## src/rtl/lsd_pkg.sv

```systemverilog
package lsd_pkg;

  typedef struct packed {
    logic oe_n;
    logic le;
  } pin_pair_t;

  // Number of clock-sampled steps that toggle the mode.
  localparam int SEQ_LEN = 5;

  // Pin pair expected at each step of the mode-toggle sequence.
  function automatic pin_pair_t seq_step(input int unsigned idx);
    pin_pair_t p;
    case (idx)
      0: p = '{oe_n: 1'b1, le: 1'b0};
      1: p = '{oe_n: 1'b0, le: 1'b0};
      2: p = '{oe_n: 1'b1, le: 1'b0};
      3: p = '{oe_n: 1'b1, le: 1'b1};
      default: p = '{oe_n: 1'b1, le: 1'b0};
    endcase
    return p;
  endfunction

endpackage

```

## src/rtl/lsd_mode_seq.sv

```systemverilog
module lsd_mode_seq
  import lsd_pkg::*;
#(
  parameter int CAP_MIN = 3
) (
  input  logic clk,
  input  logic rst_n,
  input  logic oe_n,
  input  logic le,
  output logic det_mode,
  output logic le_block,
  output logic cap_fire,
  output logic cap_snap
);
  localparam int SW = $clog2(SEQ_LEN + 1);
  localparam int CW = $clog2(CAP_MIN + 1);
  localparam logic [SW-1:0] LAST_STEP = SW'(SEQ_LEN - 1);
  localparam logic [SW-1:0] LE_STEP   = SW'(SEQ_LEN - 2);
  localparam logic [CW-1:0] CAP_TOP   = CW'(CAP_MIN);

  logic [SW-1:0] step_q;
  logic [CW-1:0] low_q;
  pin_pair_t     cur;
  logic          hit, restart;

  always_comb begin
    cur     = '{oe_n: oe_n, le: le};
    hit     = (cur == seq_step(32'(step_q)));
    restart = (cur == seq_step(0));
  end

  // Mode-toggle sequencer
  always_ff @(posedge clk or negedge rst_n) begin
    if (!rst_n) begin
      step_q   <= '0;
      det_mode <= 1'b0;
    end else if (hit && step_q == LAST_STEP) begin
      step_q   <= '0;
      det_mode <= ~det_mode;
    end else if (hit) begin
      step_q   <= step_q + 1'b1;
    end else if (restart) begin
      step_q   <= SW'(1);
    end else begin
      step_q   <= '0;
    end
  end

  // Consecutive low-enable edge counter for capture cycles
  always_ff @(posedge clk or negedge rst_n) begin
    if (!rst_n) begin
      low_q <= '0;
    end else if (!det_mode || oe_n) begin
      low_q <= '0;
    end else if (low_q != CAP_TOP) begin
      low_q <= low_q + 1'b1;
    end
  end

  assign le_block = (step_q == LE_STEP);
  assign cap_fire = det_mode & oe_n & (low_q == CAP_TOP);
  assign cap_snap = det_mode & ~oe_n;

endmodule

```

## src/rtl/lsd_shift_chain.sv

```systemverilog
module lsd_shift_chain #(
  parameter int N = 16
) (
  input  logic         clk,
  input  logic         rst_n,
  input  logic         sdi,
  input  logic         clr,
  input  logic         load,
  input  logic [N-1:0] load_val,
  output logic [N-1:0] sr_q,
  output logic [N-1:0] sr_d
);
  logic [N-1:0] shifted;

  generate
    if (N == 1) begin : g_single
      assign shifted = sdi;
    end else begin : g_multi
      assign shifted = {sr_q[N-2:0], sdi};
    end
  endgenerate

  always_comb begin
    if (clr)       sr_d = '0;
    else if (load) sr_d = load_val;
    else           sr_d = shifted;
  end

  always_ff @(posedge clk or negedge rst_n) begin
    if (!rst_n) sr_q <= '0;
    else        sr_q <= sr_d;
  end

endmodule

```

## src/rtl/lsd_sink_stage.sv

```systemverilog
module lsd_sink_stage #(
  parameter int N = 16
) (
  input  logic         clk,
  input  logic         rst_n,
  input  logic         lat_en,
  input  logic [N-1:0] sr_d,
  input  logic         oe_n,
  input  logic         tsd,
  input  logic         snap,
  input  logic [N-1:0] cmp_ok,
  output logic [N-1:0] lat_q,
  output logic [N-1:0] err_q,
  output logic [N-1:0] sink_on
);
  logic drive_en;

  always_ff @(posedge clk or negedge rst_n) begin
    if (!rst_n) begin
      lat_q <= '0;
      err_q <= '0;
    end else begin
      if (lat_en) lat_q <= sr_d;
      if (snap)   err_q <= lat_q & cmp_ok;
    end
  end

  assign drive_en = ~oe_n & ~tsd;

  generate
    for (genvar g = 0; g < N; g++) begin : g_sink
      assign sink_on[g] = lat_q[g] & drive_en;
    end
  endgenerate

endmodule

```

## src/rtl/led_sink_ctl.sv

```systemverilog
module led_sink_ctl #(
  parameter int N       = 16,
  parameter int CAP_MIN = 3
) (
  input  logic         clk,
  input  logic         pwr_ok,
  input  logic         sdi,
  input  logic         le,
  input  logic         oe_n,
  input  logic         tsd,
  input  logic [N-1:0] cmp_ok,
  output logic         sdo,
  output logic [N-1:0] sink_on
);
  logic         det_mode, le_block, cap_fire, cap_snap;
  logic [N-1:0] sr_q, sr_d, lat_q, err_q;

  lsd_mode_seq #(.CAP_MIN(CAP_MIN)) u_seq (
    .clk      (clk),
    .rst_n    (pwr_ok),
    .oe_n     (oe_n),
    .le       (le),
    .det_mode (det_mode),
    .le_block (le_block),
    .cap_fire (cap_fire),
    .cap_snap (cap_snap)
  );

  lsd_shift_chain #(.N(N)) u_chain (
    .clk      (clk),
    .rst_n    (pwr_ok),
    .sdi      (sdi),
    .clr      (det_mode & tsd),
    .load     (cap_fire),
    .load_val (err_q),
    .sr_q     (sr_q),
    .sr_d     (sr_d)
  );

  lsd_sink_stage #(.N(N)) u_sink (
    .clk     (clk),
    .rst_n   (pwr_ok),
    .lat_en  (le & ~le_block),
    .sr_d    (sr_d),
    .oe_n    (oe_n),
    .tsd     (tsd),
    .snap    (cap_snap),
    .cmp_ok  (cmp_ok),
    .lat_q   (lat_q),
    .err_q   (err_q),
    .sink_on (sink_on)
  );

  assign sdo = sr_q[N-1];

endmodule

```

## config.mk

```make
export PLATFORM = sky130hd
export DESIGN_NAME = led_sink_ctl
export DESIGN_NICKNAME = d
export VERILOG_FILES = /design/src/rtl/lsd_pkg.sv /design/src/rtl/lsd_mode_seq.sv /design/src/rtl/lsd_shift_chain.sv /design/src/rtl/lsd_sink_stage.sv /design/src/rtl/led_sink_ctl.sv
export SDC_FILE = /design/constraint.sdc
export NUM_CORES = 1
export LEC_CHECK = 0
export ABC_AREA = 1
export BUFFER_PORTS_ARGS = -buffer_cell sky130_fd_sc_hd__buf_2
export CORE_UTILIZATION = 39
export DETAILED_ROUTE_END_ITERATION = 16
export MAX_ROUTING_LAYER = met4
export PLACE_DENSITY_LB_ADDON = 0.08
export SKIP_CTS_REPAIR_TIMING = 1
export SLEW_MARGIN = 10
export SYNTH_ARGS = -nofsm -noshare
export SYNTH_HDL_FRONTEND = slang
export SYNTH_SLANG_ARGS = --single-unit
```

## constraint.sdc

```tcl
create_clock -name clk -period 5.15 [get_ports clk]
set_input_delay 0.2575 -clock clk [delete_from_list [all_inputs] [get_ports clk]]
set_output_delay 0.2575 -clock clk [all_outputs]
set_load 0.01 [all_outputs]
```

==> results of run 1 <==
## worst reg2reg max path, stage by stage (launching register included)
cell and delay (ns):
sky130_fd_sc_hd__dfrtp_1 0.42, sky130_fd_sc_hd__ha_1 0.21, sky130_fd_sc_hd__ha_1 0.19, sky130_fd_sc_hd__inv_1 0.07, sky130_fd_sc_hd__ha_1 0.57, sky130_fd_sc_hd__inv_1 0.45, sky130_fd_sc_hd__nand2_1 0.17, sky130_fd_sc_hd__nand2_1 0.07
## through the flow
step                      total power [mW]  utilization, %  cell area (sq um)  instances
after CTS                           0.9049           45.06               2861        414
after global routing                0.9509           45.06               2861        414
after detailed placement            0.6532           43.57               2766        406
after floorplan                     0.6044               -               2556        303
final                               0.8873           45.06               2861        414
after global placement              0.6492           43.57               2766        406
## cell usage in the layout (no fill, tap or decap), drive strengths merged
master    netlist  routed
nand2          57      57
a21oi           2       2
inv            59      59
dfrtp          54      54
nand4           3       3
ha              6       6
buf            10      39
nand3          34      34
xor2            1       1
nor2           39      39
clkbuf          3       6
clkinv          0       1
o21ai          34      34
or2             1       1
clkinvlp        0       1
## Yosys cell counts
library cell	n	area, sq um
sky130_fd_sc_hd__a21oi_1	2	10.01
sky130_fd_sc_hd__ha_1	6	75.07
sky130_fd_sc_hd__o21ai_0	18	90.09
sky130_fd_sc_hd__buf_2	8	40.04
sky130_fd_sc_hd__or2_1	1	6.260
sky130_fd_sc_hd__nand3_1	33	165.2
sky130_fd_sc_hd__inv_1	59	221.5
sky130_fd_sc_hd__o21ai_2	16	140.1
sky130_fd_sc_hd__nand4_1	3	18.77
sky130_fd_sc_hd__nor2_1	38	142.6
sky130_fd_sc_hd__nand2_1	57	214.0
sky130_fd_sc_hd__nand3_4	1	17.52
sky130_fd_sc_hd__nor2_4	1	11.26
sky130_fd_sc_hd__dfrtp_1	54	1351
sky130_fd_sc_hd__clkbuf_8	1	13.76
sky130_fd_sc_hd__clkbuf_1	2	7.510
sky130_fd_sc_hd__buf_6	2	22.52
sky130_fd_sc_hd__xor2_1	1	8.760
## routing by layer
metal  track usage [%]  vias to the layer above  routed length, um
met4             4.702                        0                 72
met2             27.35                       48               2274
met3             2.982                        8                202
li1                  -                      990                  -
met1             22.79                      893               2521
met5                 -                        -                  0
## how the worst min path moves through the flow
stage                     depth (start not counted)   start              end  slack (ns)
after floorplan                                   0  pwr_ok  u_chain.sr_q[0]       -0.04
after CTS                                         2  pwr_ok  u_sink.err_q[5]         0.1
final                                             2  pwr_ok  u_sink.err_q[5]        0.06
after global routing                              2  pwr_ok  u_sink.err_q[5]        0.13
after detailed placement                          2  pwr_ok  u_sink.err_q[5]        0.43
after global placement                            2  pwr_ok  u_sink.err_q[6]        0.45
## kinds of logic (layout without fill, tap and decap cells)
kind of cell,count (synthesis),after routing
buf+inv,72,106
fa+ha+maj,6,6
simple gates,134,134
xor+xnor,1,1
flops,54,54
compound gates,36,36
## flip-flops by register name, summed over array words and instances, names as in the netlist
register        cells
u_chain.sr_q       16
u_sink.err_q       16
u_seq.step_q        3
u_sink.lat_q       16
u_seq.det_mode      1
u_seq.low_q         2
## area by class of cell
cell class / count / area (sq um)
Multi-Input combinational cell: 177 / 899.6
Clock buffer: 6 / 82.58
Inverter: 59 / 221.5
Clock inverter: 2 / 12.51
Tap cell: 77 / 96.34
Fill cell: 650 / 3488
Timing Repair Buffer: 39 / 197.7
Sequential cell: 54 / 1351
## where the power goes
| part | internal, mW | switching (mW) |
|---|---|---|
| registers | 0.455 | 0.0199 |
| logic | 0.0457 | 0.118 |
| clock network | 0.108 | 0.140 |
==> impl_results.rst, run 1 <==
.. list-table::
   :header-rows: 1

   * - Metric
     - Value
   * - Status
     - complete, no violations
   * - Total die area
     - 6882 sq um
   * - Worst Hold Margin
     - 0.06465 ns
   * - Total wire length
     - 5070 um
   * - Final period util
     - 43.63%
   * - Fraction of the mapped netlist area in adder cells
     - 2.937%
   * - Clock-pin transition on the worst setup and hold timing paths
     - 0.10 ns
   * - Highest cell delay on the worst timing path
     - 0.57 ns
   * - Critical path buffers and inverters
     - 2
   * - Number of buffers inserted during clock tree synthesis
     - 5
   * - Number of max-cap violations
     - 0
   * - Mean instance size in the synthesized netlist
     - 8.436 sq um
   * - Number of slew-limit violations in the final report
     - 0
   * - Area growth, synth to finish
     - 11.94%
   * - Synthesized netlist cell count
     - 303
   * - Via count of the first global-routing pass
     - 1929
   * - Number of cells on the worst reg-to-reg path
     - 7
   * - Post-synth net total
     - 331
   * - Critical path cell sequence
     - ha_1 > ha_1 > inv_1 > ha_1 > inv_1 > nand2_1 > nand2_1
   * - Max clock buf depth
     - 2
   * - Root buffer cell
     - sky130_fd_sc_hd__clkbuf_8
   * - Post-Place Setup Slack
     - 2.883 ns
   * - Final-report setup violation count
     - 0
   * - Standard cell core area
     - 6350 sq um
   * - Clock Latency Late Sink
     - 0.30 ns
   * - Critical register-to-register path endpoint
     - u_sink.lat_q[11]
   * - Path type of the worst setup path
     - flip-flop to flip-flop
   * - Routability congestion estimate
     - 0.7805
   * - Peak fanout along the critical path
     - 17
   * - Overflow left after global routing
     - 0
   * - Initial antenna violation count
     - 0
   * - Largest family of logic cells by synthesized area
     - simple AND/OR/NAND/NOR gates
   * - Portion of netlist area occupied by mux cells
     - 0%
   * - Normalized max-slew margin
     - 52.89%
   * - Worst IR Drop VDD
     - 0.1642 mV
   * - Instance count on the critical path
     - 7
   * - Number of different library cells in the post-synthesis netlist
     - 18
   * - Worst Hold Class
     - input port to asynchronous set/reset pin
   * - Detailed-route DRC error count
     - 0
   * - Wire length of the first global-routing pass
     - 9266 um
   * - Final count of hold timing violations
     - 0
   * - Largest net degree at the start of global routing
     - 55
   * - Most frequent cell on the critical path
     - sky130_fd_sc_hd__ha_1
   * - Power Dens Cells
     - 310.1 nW/um^2
   * - Initial Util
     - 40.26%
   * - First DRT Iteration DRCs
     - 106
   * - Total number of placement rows
     - 29
   * - Number of primary I/O pins
     - 39
   * - Critical path endpoint
     - u_sink.lat_q[11]
   * - Cell class contributing the biggest share of worst-path delay
     - adder cells
   * - Total iterations of the first detailed-routing run
     - 4
   * - Total via count in the routed design
     - 1939
   * - Area share of xor/xnor cells in the synthesized design
     - 0.3426%
   * - Arrival time at the worst endpoint
     - 2.45 ns
   * - Synthesized cell area
     - 2556 sq um
   * - Reg-to-reg setup timing slack
     - 2.90 ns
   * - Final critical path time including I/O delays and setup
     - 2.247 ns
   * - Count of nets after finishing
     - 364
   * - Fmax achieved
     - 445.1 MHz
   * - Leakage Power
     - 1.431 nW
   * - Category of the worst setup path capture point
     - flip-flop
   * - Crit path required time
     - 5.35 ns
   * - # H-tree levels
     - 2
   * - Share of cells above drive strength 1
     - 19.29%
   * - Area share of and/or/nand/nor cells after synthesis
     - 22.52%
   * - TritonCTS Sinks
     - 54
   * - CTS tree
     - yes
   * - Fin Setup TNS
     - 0 ns
   * - Height of the die
     - 82.96 um
   * - Sequential fraction of the synthesis area
     - 52.86%
   * - Post-route ant nets
     - 0
   * - Worst setup SP type
     - flip-flop
   * - Width of the chip
     - 82.96 um
   * - Worst slew pin tran
     - 0.7050 ns
   * - Post-synthesis register bit count
     - 54
   * - Detail Placement HPWL
     - 3231 um
   * - Worst r2r src
     - u_seq.step_q[0]
   * - Unrepaired setup endpoints after global routing
     - no
   * - All-layer global routing usage
     - 17.18%
   * - Master of the slowest instance on the critical path
     - sky130_fd_sc_hd__ha_1
   * - Average wire per cell in the routed design
     - 12.25 um
   * - Post-synthesis compound-gate area fraction
     - 9.398%
   * - Worst Setup SP
     - u_seq.step_q[0]
   * - Average via count per standard cell
     - 4.684
   * - Antenna fix cells
     - 0
   * - Quantity of I/O buffers inserted on ports
     - 38
   * - Max Clock Skew
     - 0.005992 ns
   * - Warnings from Yosys
     - 0
   * - Setup WS post-layout
     - 2.903 ns
(Power assumes the default switching activity.)
==> run 2, diff against run 1 <==
==> constraint.sdc (replaced) <==
create_clock -name clk -period 1.9 [get_ports clk]
set_input_delay 0.095 -clock clk [delete_from_list [all_inputs] [get_ports clk]]
set_output_delay 0.095 -clock clk [all_outputs]
set_load 0.01 [all_outputs]
==> run 2 against run 1 <==
Die area stayed put. First-iteration DRC count is 11% higher. Sequential power grew to 2.7 times the previous value. Sequential share of layout area decreased by 1.5 points. Clock skew is essentially flat. Fmax increased by 33%. Non-clock buffer count increased by 9. Register-to-register slack lost 2.7 ns. Via count grew 1.5%. Utilization is 1.5 points higher. Critical endpoint is now u_sink.lat_q[7].
==> impl_results.rst, run 2 (same netlist as run 1, synthesis figures left out) <==
.. list-table::
   :header-rows: 1

   * - Metric
     - Value
   * - Status
     - complete, no violations
   * - Routing usage on met1
     - 24.66% (+1.9 points)
   * - Largest net degree at the start of global routing
     - 33 (-40%)
   * - Total die area
     - 6882 sq um (unchanged)
   * - Overflow left after global routing
     - 0 (unchanged)
   * - Fmax achieved
     - 594.0 MHz (+33%)
   * - # H-tree levels
     - 2 (unchanged)
   * - Worst Hold Class
     - input port to flip-flop
   * - Number of slew-limit violations in the final report
     - 0 (unchanged)
   * - Clock-pin transition on the worst setup and hold timing paths
     - 0.10 ns (about the same)
   * - Leading registers by flop count
     - u_chain.sr_q (16), u_sink.err_q (16), u_sink.lat_q (16)
   * - Path type of the worst setup path
     - flip-flop to flip-flop
   * - Final count of hold timing violations
     - 0 (unchanged)
   * - Root buffer cell
     - sky130_fd_sc_hd__clkbuf_8
   * - Worst slew pin tran
     - 0.5845 ns (-0.1205 ns)
   * - Final-report setup violation count
     - 0 (unchanged)
   * - Width of the chip
     - 82.96 um (unchanged)
   * - Most frequent standard cell in the layout excluding fill and tap cells
     - sky130_fd_sc_hd__inv_1
   * - Commonest non-fill, non-tap cells in the layout
     - sky130_fd_sc_hd__inv_1, sky130_fd_sc_hd__nand2_1, sky130_fd_sc_hd__dfrtp_1, sky130_fd_sc_hd__nor2_1, sky130_fd_sc_hd__buf_2
   * - Total power
     - 2.460 mW (+180%)
   * - Worst IR Drop VDD
     - 0.6176 mV (+280%)
   * - Quantity of I/O buffers inserted on ports
     - 38 (unchanged)
   * - Category of the worst setup path capture point
     - flip-flop
   * - Standard cell core area
     - 6350 sq um (unchanged)
   * - Global routing usage on met3
     - 3.479% (+0.50 points)
   * - Total wire length
     - 5315 um (+4.8%)
   * - Post-route ant nets
     - 0 (unchanged)
   * - Max Clock Skew
     - 0.005790 ns (-0.0002015 ns)
   * - Total number of placement rows
     - 29 (unchanged)
   * - Routability congestion estimate
     - 0.7704 (-1.3%)
   * - Count of nets after finishing
     - 373 (+2.5%)
   * - Hold path cells
     - 3
   * - Number of cells on the worst reg-to-reg path
     - 8 (+1)
   * - Height of the die
     - 82.96 um (unchanged)
   * - Number of max-cap violations
     - 0 (unchanged)
   * - Clock Latency Late Sink
     - 0.30 ns (about the same)
   * - Peak fanout along the critical path
     - 8 (-9)
   * - All-layer global routing usage
     - 17.47% (+0.29 points)
   * - Antenna fix cells
     - 0 (unchanged)
   * - Max clock buf depth
     - 2 (unchanged)
   * - Fin Setup TNS
     - 0 ns (unchanged)
   * - TritonCTS Sinks
     - 54 (unchanged)
   * - Final period util
     - 88.61% (+45 points)
   * - Wire length of the first global-routing pass
     - 9177 um (-0.96%)
   * - CTS tree
     - yes
   * - Leakage Power
     - 1.478 nW (+3.3%)
   * - Via count of the first global-routing pass
     - 1841 (-4.6%)
   * - Average via count per standard cell
     - 4.652 (-0.66%)
   * - Number of buffers inserted during clock tree synthesis
     - 5 (unchanged)
   * - Normalized max-slew margin
     - 60.99% (+8.1 points)
   * - Fillcell total
     - 654 (+0.62%)
   * - Arrival time at the worst endpoint
     - 1.88 ns (-0.57 ns)
   * - Power Dens Cells
     - 832.1 nW/um^2 (+170%)
   * - Share of cells above drive strength 1
     - 21.10% (+1.8 points)
   * - First DRT Iteration DRCs
     - 118 (+11%)
   * - Final critical path time including I/O delays and setup
     - 1.684 ns (-0.5631 ns)
   * - GR Util met2
     - 25.56% (-1.8 points)
   * - GRT busiest layer
     - met2
   * - Total via count in the routed design
     - 1968 (+1.5%)
   * - Detailed-route DRC error count
     - 0 (unchanged)
   * - Crit path required time
     - 2.10 ns (-3.25 ns)
   * - Average wire per cell in the routed design
     - 12.57 um (+2.6%)
   * - Unrepaired setup endpoints after global routing
     - no
   * - Initial Util
     - 40.26% (unchanged)
   * - Worst setup SP type
     - flip-flop
   * - Total iterations of the first detailed-routing run
     - 4 (unchanged)
   * - Detail Placement HPWL
     - 3524 um (+9.1%)
   * - Area growth, synth to finish
     - 15.66%
   * - Initial antenna violation count
     - 0 (unchanged)
   * - Number of primary I/O pins
     - 39 (unchanged)
run 2: changes by cell type in the layout (fill, tap and decap cells not counted):
cell / before / now
sky130_fd_sc_hd__buf_4: 1 / 7
sky130_fd_sc_hd__buf_12: 0 / 2
sky130_fd_sc_hd__clkbuf_1: 0 / 1
sky130_fd_sc_hd__dlygate4sd3_1: 0 / 1
sky130_fd_sc_hd__inv_1: 59 / 58
run 2: routing by layer:
metal	part of all wire [%]	vias up
met5	0	-
met4	1.1	0
met3	2.8	4
met2	44	29
met1	53	927
li1	-	1008
run 2: worst paths after layout:
path	start	end	slack [ns]
setup / recovery	u_seq.step_q[0]	u_sink.lat_q[7]	0.22
hold / removal	cmp_ok[1]	u_sink.err_q[1]	0.02
setup reg to reg	u_seq.step_q[0]	u_sink.lat_q[7]	0.22
hold reg to reg	u_seq.low_q[0]	u_seq.low_q[0]	0.48
max in group asynchronous	pwr_ok	u_chain.sr_q[13]	1.04
min in group asynchronous	pwr_ok	u_sink.err_q[6]	0.30
run 2: area by class of cell:
cell class	instances	area [sq um]	area share, %
Sequential cell	54	1351	45.70
Inverter	59	225.2	7.617
Clock inverter	1	5.005	0.1693
Tap cell	77	96.34	3.259
Timing Repair Buffer	48	292.8	9.903
Clock buffer	7	86.33	2.920
Multi-Input combinational cell	177	899.6	30.43
run 2: worst max-delay path, stage by stage (launching register included):
cell,delay (ns)
sky130_fd_sc_hd__dfrtp_1,0.43
sky130_fd_sc_hd__ha_1,0.22
sky130_fd_sc_hd__ha_1,0.19
sky130_fd_sc_hd__inv_1,0.07
sky130_fd_sc_hd__ha_1,0.24
sky130_fd_sc_hd__clkinvlp_4,0.13
sky130_fd_sc_hd__buf_4,0.18
sky130_fd_sc_hd__nand2_1,0.07
sky130_fd_sc_hd__nand2_1,0.05
run 2: through the flow:
step	hold slack (ns)	instances	cell area (sq um)	util, %	setup WS [ns]
4_1_cts	-0.2129	419	2920	45.99	0.1844
3_3_place_gp	0.1183	411	2829	44.55	0.3209
5_1_grt	0.02870	423	2957	46.56	0.09623
6_report	0.01895	423	2957	46.56	0.2164
3_5_place_dp	0.1204	411	2829	44.55	0.1906
2_1_floorplan	-0.2006	303	2556	-	0.2696
run 2: report_power, final:
part | internal [mW] | total, mW | switching (mW)
Combinational | 0.166 | 0.503 | 0.337
Clock | 0.295 | 0.667 | 0.371
Sequential | 1.23 | 1.29 | 0.0563
Total | 1.70 | 2.46 | 0.765
